### src/rtl/pws_pkg.sv
// Shared types for the posted write sequencer.
package pws_pkg;
    typedef enum logic [2:0] {
        ST_IDLE    = 3'd0,
        ST_COLLECT = 3'd1,
        ST_ISSUE   = 3'd2,
        ST_WAIT    = 3'd3,
        ST_FLUSH   = 3'd4
    } pws_state_t;
endpackage

### src/rtl/pws_intake.sv
// Beat intake: decides push, stall or rearbitrate for a local beat and
// counts the 32-bit halves that carry enabled bytes.
// Assumes fifo_occ is in words and that each beat occupies two words.
module pws_intake #(
    parameter int FIFO_AW = 4
) (
    input  logic               lw_req,
    input  logic               lw_dec_ok,
    input  logic [7:0]         lw_be,
    input  logic [FIFO_AW:0]   fifo_occ,
    input  logic               can_take,
    output logic               take,
    output logic               stall,
    output logic               rearb,
    output logic [1:0]         half_cnt
);
    localparam int DEPTH  = 1 << FIFO_AW;
    localparam int USABLE = DEPTH - 3;

    logic valid_beat;
    logic has_room;

    // Room and acceptance decision for the current beat.
    always_comb begin
        valid_beat = lw_req && lw_dec_ok;
        has_room   = ({1'b0, fifo_occ} + (FIFO_AW+2)'(2)) <= (FIFO_AW+2)'(USABLE);
        take       = valid_beat && can_take && has_room;
        stall      = valid_beat && can_take && !has_room;
        rearb      = valid_beat && !can_take;
    end

    // Word count of a non-burst beat: two when both halves carry bytes.
    always_comb begin
        if ((|lw_be[3:0]) && (|lw_be[7:4])) half_cnt = 2'd2;
        else                                half_cnt = 2'd1;
    end
endmodule

### src/rtl/pws_retry_ctl.sv
// Attempt counter: counts commands issued for the current write and reports
// when the last permitted attempt has been used. Cleared while idle.
module pws_retry_ctl #(
    parameter int MAX_TRY = 3,
    localparam int TRY_W  = $clog2(MAX_TRY + 1)
) (
    input  logic             clk,
    input  logic             rst_n,
    input  logic             clear,
    input  logic             bump,
    output logic             last_try,
    output logic [TRY_W-1:0] tries
);
    // Attempt count register.
    always_ff @(posedge clk) begin
        if (!rst_n || clear) tries <= '0;
        else if (bump)       tries <= tries + TRY_W'(1);
    end

    assign last_try = tries >= TRY_W'(MAX_TRY);

    AST_TRY_BOUND: assert property (@(posedge clk) disable iff (!rst_n)
        tries <= TRY_W'(MAX_TRY));
    AST_CLEAR_ZERO: assert property (@(posedge clk) disable iff (!rst_n)
        clear |=> (tries == '0));
endmodule

### src/rtl/pws_post_seq.sv
// Posted write sequencer: collects local write beats into the buffer FIFO,
// starts the PCI initiator, reissues on retry up to MAX_TRY attempts and
// flushes on completion, abort or exhaustion.
// Assumes one-hot responses arriving only after a command and after the
// local burst has ended; fifo_occ tracks pushes and flushes.
module pws_post_seq #(
    parameter int FIFO_AW    = 4,
    parameter int TRIG_WORDS = 8,
    parameter int MAX_TRY    = 3
) (
    input  logic               clk,
    input  logic               rst_n,
    input  logic               lw_req,
    input  logic               lw_dec_ok,
    input  logic               lw_burst,
    input  logic               lw_last,
    input  logic [7:0]         lw_be,
    input  logic [FIFO_AW:0]   fifo_occ,
    output logic               fifo_load,
    output logic               fifo_flush,
    output logic               lw_wait,
    output logic               lw_rearb,
    output logic               ini_cmd_valid,
    output logic [1:0]         ini_wcnt,
    input  logic               ini_done,
    input  logic               ini_retry,
    input  logic               ini_tabort,
    output logic               irq_retry_out,
    output logic               irq_tabort
);
    import pws_pkg::*;

    localparam int OCC_W  = FIFO_AW + 1;
    localparam int USABLE = (1 << FIFO_AW) - 3;
    localparam int TRY_W  = $clog2(MAX_TRY + 1);

    pws_state_t       state, state_nx;
    logic             local_open;
    logic [1:0]       wcnt_q;
    logic             can_take, take, stall, rearb;
    logic [1:0]       half_cnt;
    logic             last_try;
    logic [TRY_W-1:0] tries;
    logic             trig_hit;

    // Data may enter while idle or while a burst is still open.
    assign can_take = (state == ST_IDLE) || local_open;

    pws_intake #(.FIFO_AW(FIFO_AW)) intake_i (
        .lw_req    (lw_req),
        .lw_dec_ok (lw_dec_ok),
        .lw_be     (lw_be),
        .fifo_occ  (fifo_occ),
        .can_take  (can_take),
        .take      (take),
        .stall     (stall),
        .rearb     (rearb),
        .half_cnt  (half_cnt)
    );

    pws_retry_ctl #(.MAX_TRY(MAX_TRY)) retry_i (
        .clk      (clk),
        .rst_n    (rst_n),
        .clear    (state == ST_IDLE),
        .bump     (state == ST_ISSUE),
        .last_try (last_try),
        .tries    (tries)
    );

    assign trig_hit = fifo_occ >= OCC_W'(TRIG_WORDS);

    // Next-state selection of the write sequence.
    always_comb begin
        state_nx = state;
        unique case (state)
            ST_IDLE:    if (take) state_nx = (lw_burst && !lw_last) ? ST_COLLECT : ST_ISSUE;
            ST_COLLECT: if ((take && lw_last) || trig_hit) state_nx = ST_ISSUE;
            ST_ISSUE:   state_nx = ST_WAIT;
            ST_WAIT: begin
                if (ini_done || ini_tabort)          state_nx = ST_FLUSH;
                else if (ini_retry)                  state_nx = last_try ? ST_FLUSH : ST_ISSUE;
            end
            ST_FLUSH:   state_nx = ST_IDLE;
            default:    state_nx = ST_IDLE;
        endcase
    end

    // State, open-burst flag and word count registers.
    always_ff @(posedge clk) begin
        if (!rst_n) begin
            state      <= ST_IDLE;
            local_open <= 1'b0;
            wcnt_q     <= 2'd0;
        end else begin
            state <= state_nx;
            if (state == ST_IDLE && take) begin
                wcnt_q     <= lw_burst ? 2'd0 : half_cnt;
                local_open <= lw_burst && !lw_last;
            end else if (state == ST_FLUSH) begin
                local_open <= 1'b0;
            end else if (take && lw_last) begin
                local_open <= 1'b0;
            end
        end
    end

    // Output decode.
    always_comb begin
        fifo_load     = take;
        lw_wait       = stall;
        lw_rearb      = rearb;
        fifo_flush    = (state == ST_FLUSH);
        ini_cmd_valid = (state == ST_ISSUE);
        ini_wcnt      = wcnt_q;
        irq_retry_out = (state == ST_WAIT) && ini_retry && !ini_done && !ini_tabort && last_try;
        irq_tabort    = (state == ST_WAIT) && ini_tabort;
    end

    AST_LOAD_ROOM: assert property (@(posedge clk) disable iff (!rst_n)
        fifo_load |-> ({1'b0, fifo_occ} + (OCC_W+1)'(2)) <= (OCC_W+1)'(USABLE));
    AST_NO_LOAD_REARB: assert property (@(posedge clk) disable iff (!rst_n)
        !(fifo_load && lw_rearb));
    AST_NB_WCNT: assert property (@(posedge clk) disable iff (!rst_n)
        $rose(ini_cmd_valid) && $past(fifo_load) && !$past(local_open) && (ini_wcnt != 2'd0)
        |-> (ini_wcnt == 2'd1 || ini_wcnt == 2'd2));
    AST_CMD_ONE_CYCLE: assert property (@(posedge clk) disable iff (!rst_n)
        ini_cmd_valid |=> !ini_cmd_valid);
    AST_RETRY_FLUSH: assert property (@(posedge clk) disable iff (!rst_n)
        irq_retry_out |=> (fifo_flush && !ini_cmd_valid));
    AST_TABORT_FLUSH: assert property (@(posedge clk) disable iff (!rst_n)
        irq_tabort |=> (fifo_flush && !ini_cmd_valid));
    AST_FLUSH_PULSE: assert property (@(posedge clk) disable iff (!rst_n)
        fifo_flush |=> !fifo_flush);
endmodule

### config.mk
export PLATFORM = sky130hd
export DESIGN_NAME = pws_post_seq
export DESIGN_NICKNAME = d
export VERILOG_FILES = /design/src/rtl/pws_pkg.sv /design/src/rtl/pws_intake.sv /design/src/rtl/pws_retry_ctl.sv /design/src/rtl/pws_post_seq.sv
export SDC_FILE = /design/constraint.sdc
export NUM_CORES = 1
export LEC_CHECK = 0
export ABC_CLOCK_PERIOD_IN_PS = 3400
export CORE_MARGIN = 2
export CORE_UTILIZATION = 43
export CTS_BUF_LIST = sky130_fd_sc_hd__clkbuf_4
export CTS_CLUSTER_SIZE = 24
export DETAILED_ROUTE_END_ITERATION = 16
export GPL_TIMING_DRIVEN = 0
export HOLD_SLACK_MARGIN = 0.03
export PLACE_DENSITY = 0.86
export SYNTH_ARGS = -nofsm -noshare
export SYNTH_HDL_FRONTEND = slang
export SYNTH_HIERARCHICAL = 1
export SYNTH_SLANG_ARGS = --single-unit
### constraint.sdc
create_clock -name clk -period 3.4 [get_ports clk]
set_clock_uncertainty 0.15 [all_clocks]
set_input_delay 0.51 -clock clk [delete_from_list [all_inputs] [get_ports clk]]
set_output_delay 0.51 -clock clk [all_outputs]
set_load 0.02 [all_outputs]
==> results_dict.tcl <==
set metrics [dict create \
    placed_area_um2 920 \
    async_flop_share_pct 0 \
    critPathCaptureType "output pin" \
    grt-ovfl-total 0 \
    die_w_um 41.7 \
    syn_nets 95 \
    wl_per_cell_um 10.8 \
    status "complete, no violations" \
    power.switching_w 0.0000632 \
    grt_util_met1_pct 19.8 \
    area_growth_pct 54.9 \
    cts_buffer_depth 2 \
    cts.sinks 8 \
    cap_violations 0 \
    vias 601 \
    power.internal_w 0.000179 \
    fin_nets 129 \
    irDropWorstVdd_uv 245 \
    totalWireLength_um 1270 \
    gp_congestion 0.805 \
    p_sw_share_pct 26.0 \
    syn_area_um2 611 \
    port_buffers 29 \
    p_per_area_nw_per_um2 257 \
    arrival_ps 2600 \
    finalCritPeriodShare_pct 95.8 \
    p_comb_share_pct 29.7 \
    rows 13 \
    crit_fanout 4 \
    grt_use_total_pct 15.5 \
    period_needed_ps 3260 \
    p_seq_share_pct 39.9 \
    hold_viol_final 0 \
    antenna_found_initial 0 \
    drc_errors 0 \
    grtUsageMet3_pct 6.09 \
    synthFlopType "dfxtp_1" \
    grt_use_met2_pct 23.4 \
    cp_data_required_time_ps 2740 \
    via_per_inst 5.09 \
    hold_class "reg2reg" \
    h-tree-depth 1 \
    dpl.hpwl_um 1020 \
    core_area_um2 1320 \
    ys_warn_count 6 \
    layout-drive-gt1-share_pct 13.6 \
    p_leak_nw 0.346 \
    critPathLaunchType "primary input" \
    grt_pass1_wl_um 2130 \
    finalSetupViolCount 0 \
    n_antenna_cell 0 \
    avgSynthCellArea_um2 8.60 \
    cts_root_buf "clkbuf_4" \
    dr.pass1.iters 4 \
    total_power_w 0.000243 \
    initial_core_util_pct 46.3 \
    ys_types 33 \
    syn-instance-count 71 \
    crit_type "in2out" \
    cts_buffers 3 \
    cts_tree "yes" \
    max_freq_mhz 307 \
    drt-initial-drc-count 11 \
    grt_pass1_vias 519 \
    cts.reportedPaths.clkPinSlew_ps 60 \
    clkPwrFrac_pct 30.4 \
    clkLatencyLatePin_ps 250 \
    rsz0062_at_grt "no" \
    top_usage_layer "met2" \
    n_fill_cell 103 \
    ant_nets 0 \
    ys_seq_area_share_pct 26.2 \
    ys_seq_elements 8 \
    synth-edff-count 0 \
    die_h_um 41.7 \
    hold-worst-slack_ps 345 \
    setup_tns_ps 0 \
    fin_area_um2 946 \
    io_pins 31 \
    fp.dieArea_um2 1740 \
    slew_headroom_pct 69.2 \
    slew_viol_final 0 \
    tightest_slew_ps 460 \
    grt_max_degree 11 \
]
## cell type report
class / count / area [um^2] / area share (%)
Buffer: 3 / 27.5 / 2.91
Clock buffer: 3 / 22.5 / 2.38
Inverter: 2 / 7.51 / 0.794
Multi-Input combinational cell: 58 / 419 / 44.3
Sequential cell: 8 / 160 / 16.9
Tap cell: 15 / 18.8 / 1.98
Timing Repair Buffer: 29 / 290 / 30.7
## power groups by stage
stage	Combinational [W]	Sequential, W	Clock (W)
final	0.0000721	0.0000967	0.0000738
after global routing	0.0000779	0.0000969	0.0000828
after CTS	0.0000715	0.0000968	0.0000774
after detailed placement	0.0000712	0.0000988	0
after global placement	0.0000701	0.0000987	0
after floorplan	0.0000336	0.0000993	0
## worst paths after layout
path	cells after the start	to	startpoint	slack, ps
hold / removal	2	local_open	local_open	340
hold reg to reg	2	local_open	local_open	340
setup / recovery	6	fifo_load	fifo_occ[1]	140
setup reg to reg	8	ini_wcnt[1]	state[0]	1350
## cells in the mapped netlist, drive strengths merged, types with 3 or more instances
cell	n	area share (%)
a21boi	4	4.9
buf	3	4.5
dfxtp	8	26
mux2i	3	4.9
nand2	7	4.3
nand3	3	2.5
nor2	8	4.9
nor2b	5	5.1
nor3b	3	3.7
o41ai	3	6.8
## layer usage
layer | part of all wire [%] | vias up
met5 | 0 | -
met4 | 0 | 0
met3 | 6.1 | 0
met2 | 44 | 18
met1 | 50 | 258
li1 | - | 325
## repair_timing
item                       4_1_cts  5_1_grt
resized for setup                0        1
buffers inserted                 0        0
setup endpoints to repair        0        1
hold buffers                     0        0
## critical path, stage by stage
cell             delay, ps
clkdlybuf4s50_1        460
ha_1                   310
a21boi_1               130
o32a_1                 310
a21oi_2                230
clkdlybuf4s50_1        640
## flip-flops by register name, summed over array words and instances, names as in the netlist
signal / cells
state: 3
retry_i/tries: 2
local_open: 1
ini_wcnt: 2
## stage by stage
stage | setup slack (ps) | instances | utilization [%]
after CTS | 44.1 | 118 | 71.5
after global routing | 17.9 | 118 | 71.8
after detailed placement | 51.5 | 115 | 69.8
after global placement | 33.1 | 115 | 69.8
after floorplan | 793 | 71 | -
final | 142 | 118 | 71.8
## cells in the final DEF, fill, tap and decap left out, types with 2 or more instances in the layout
master / instances
clkdlybuf4s50_1: 29
nor2_1: 8
dfxtp_1: 8
nand2_1: 7
nor2b_1: 5
nor3b_1: 3
mux2i_1: 3
nand3_1: 3
a21boi_1: 3
clkbuf_4: 3
buf_6: 2
nand3b_1: 2
o41ai_2: 2
a31oi_1: 2
ha_1: 2
## logic make-up after synthesis
| family | count (synthesis) | share of synthesized area (%) |
|---|---|---|
| muxes | 3 | 4.92 |
| adders and majority gates | 2 | 4.10 |
| xor gates and xnor gates | 1 | 1.43 |
| buffers and inverters | 5 | 5.74 |
| and+or+nand+nor | 38 | 38.5 |
| DFF | 8 | 26.2 |
| AOI/OAI and AO/OA | 14 | 19.1 |
Power figures use the tool's default switching activity.
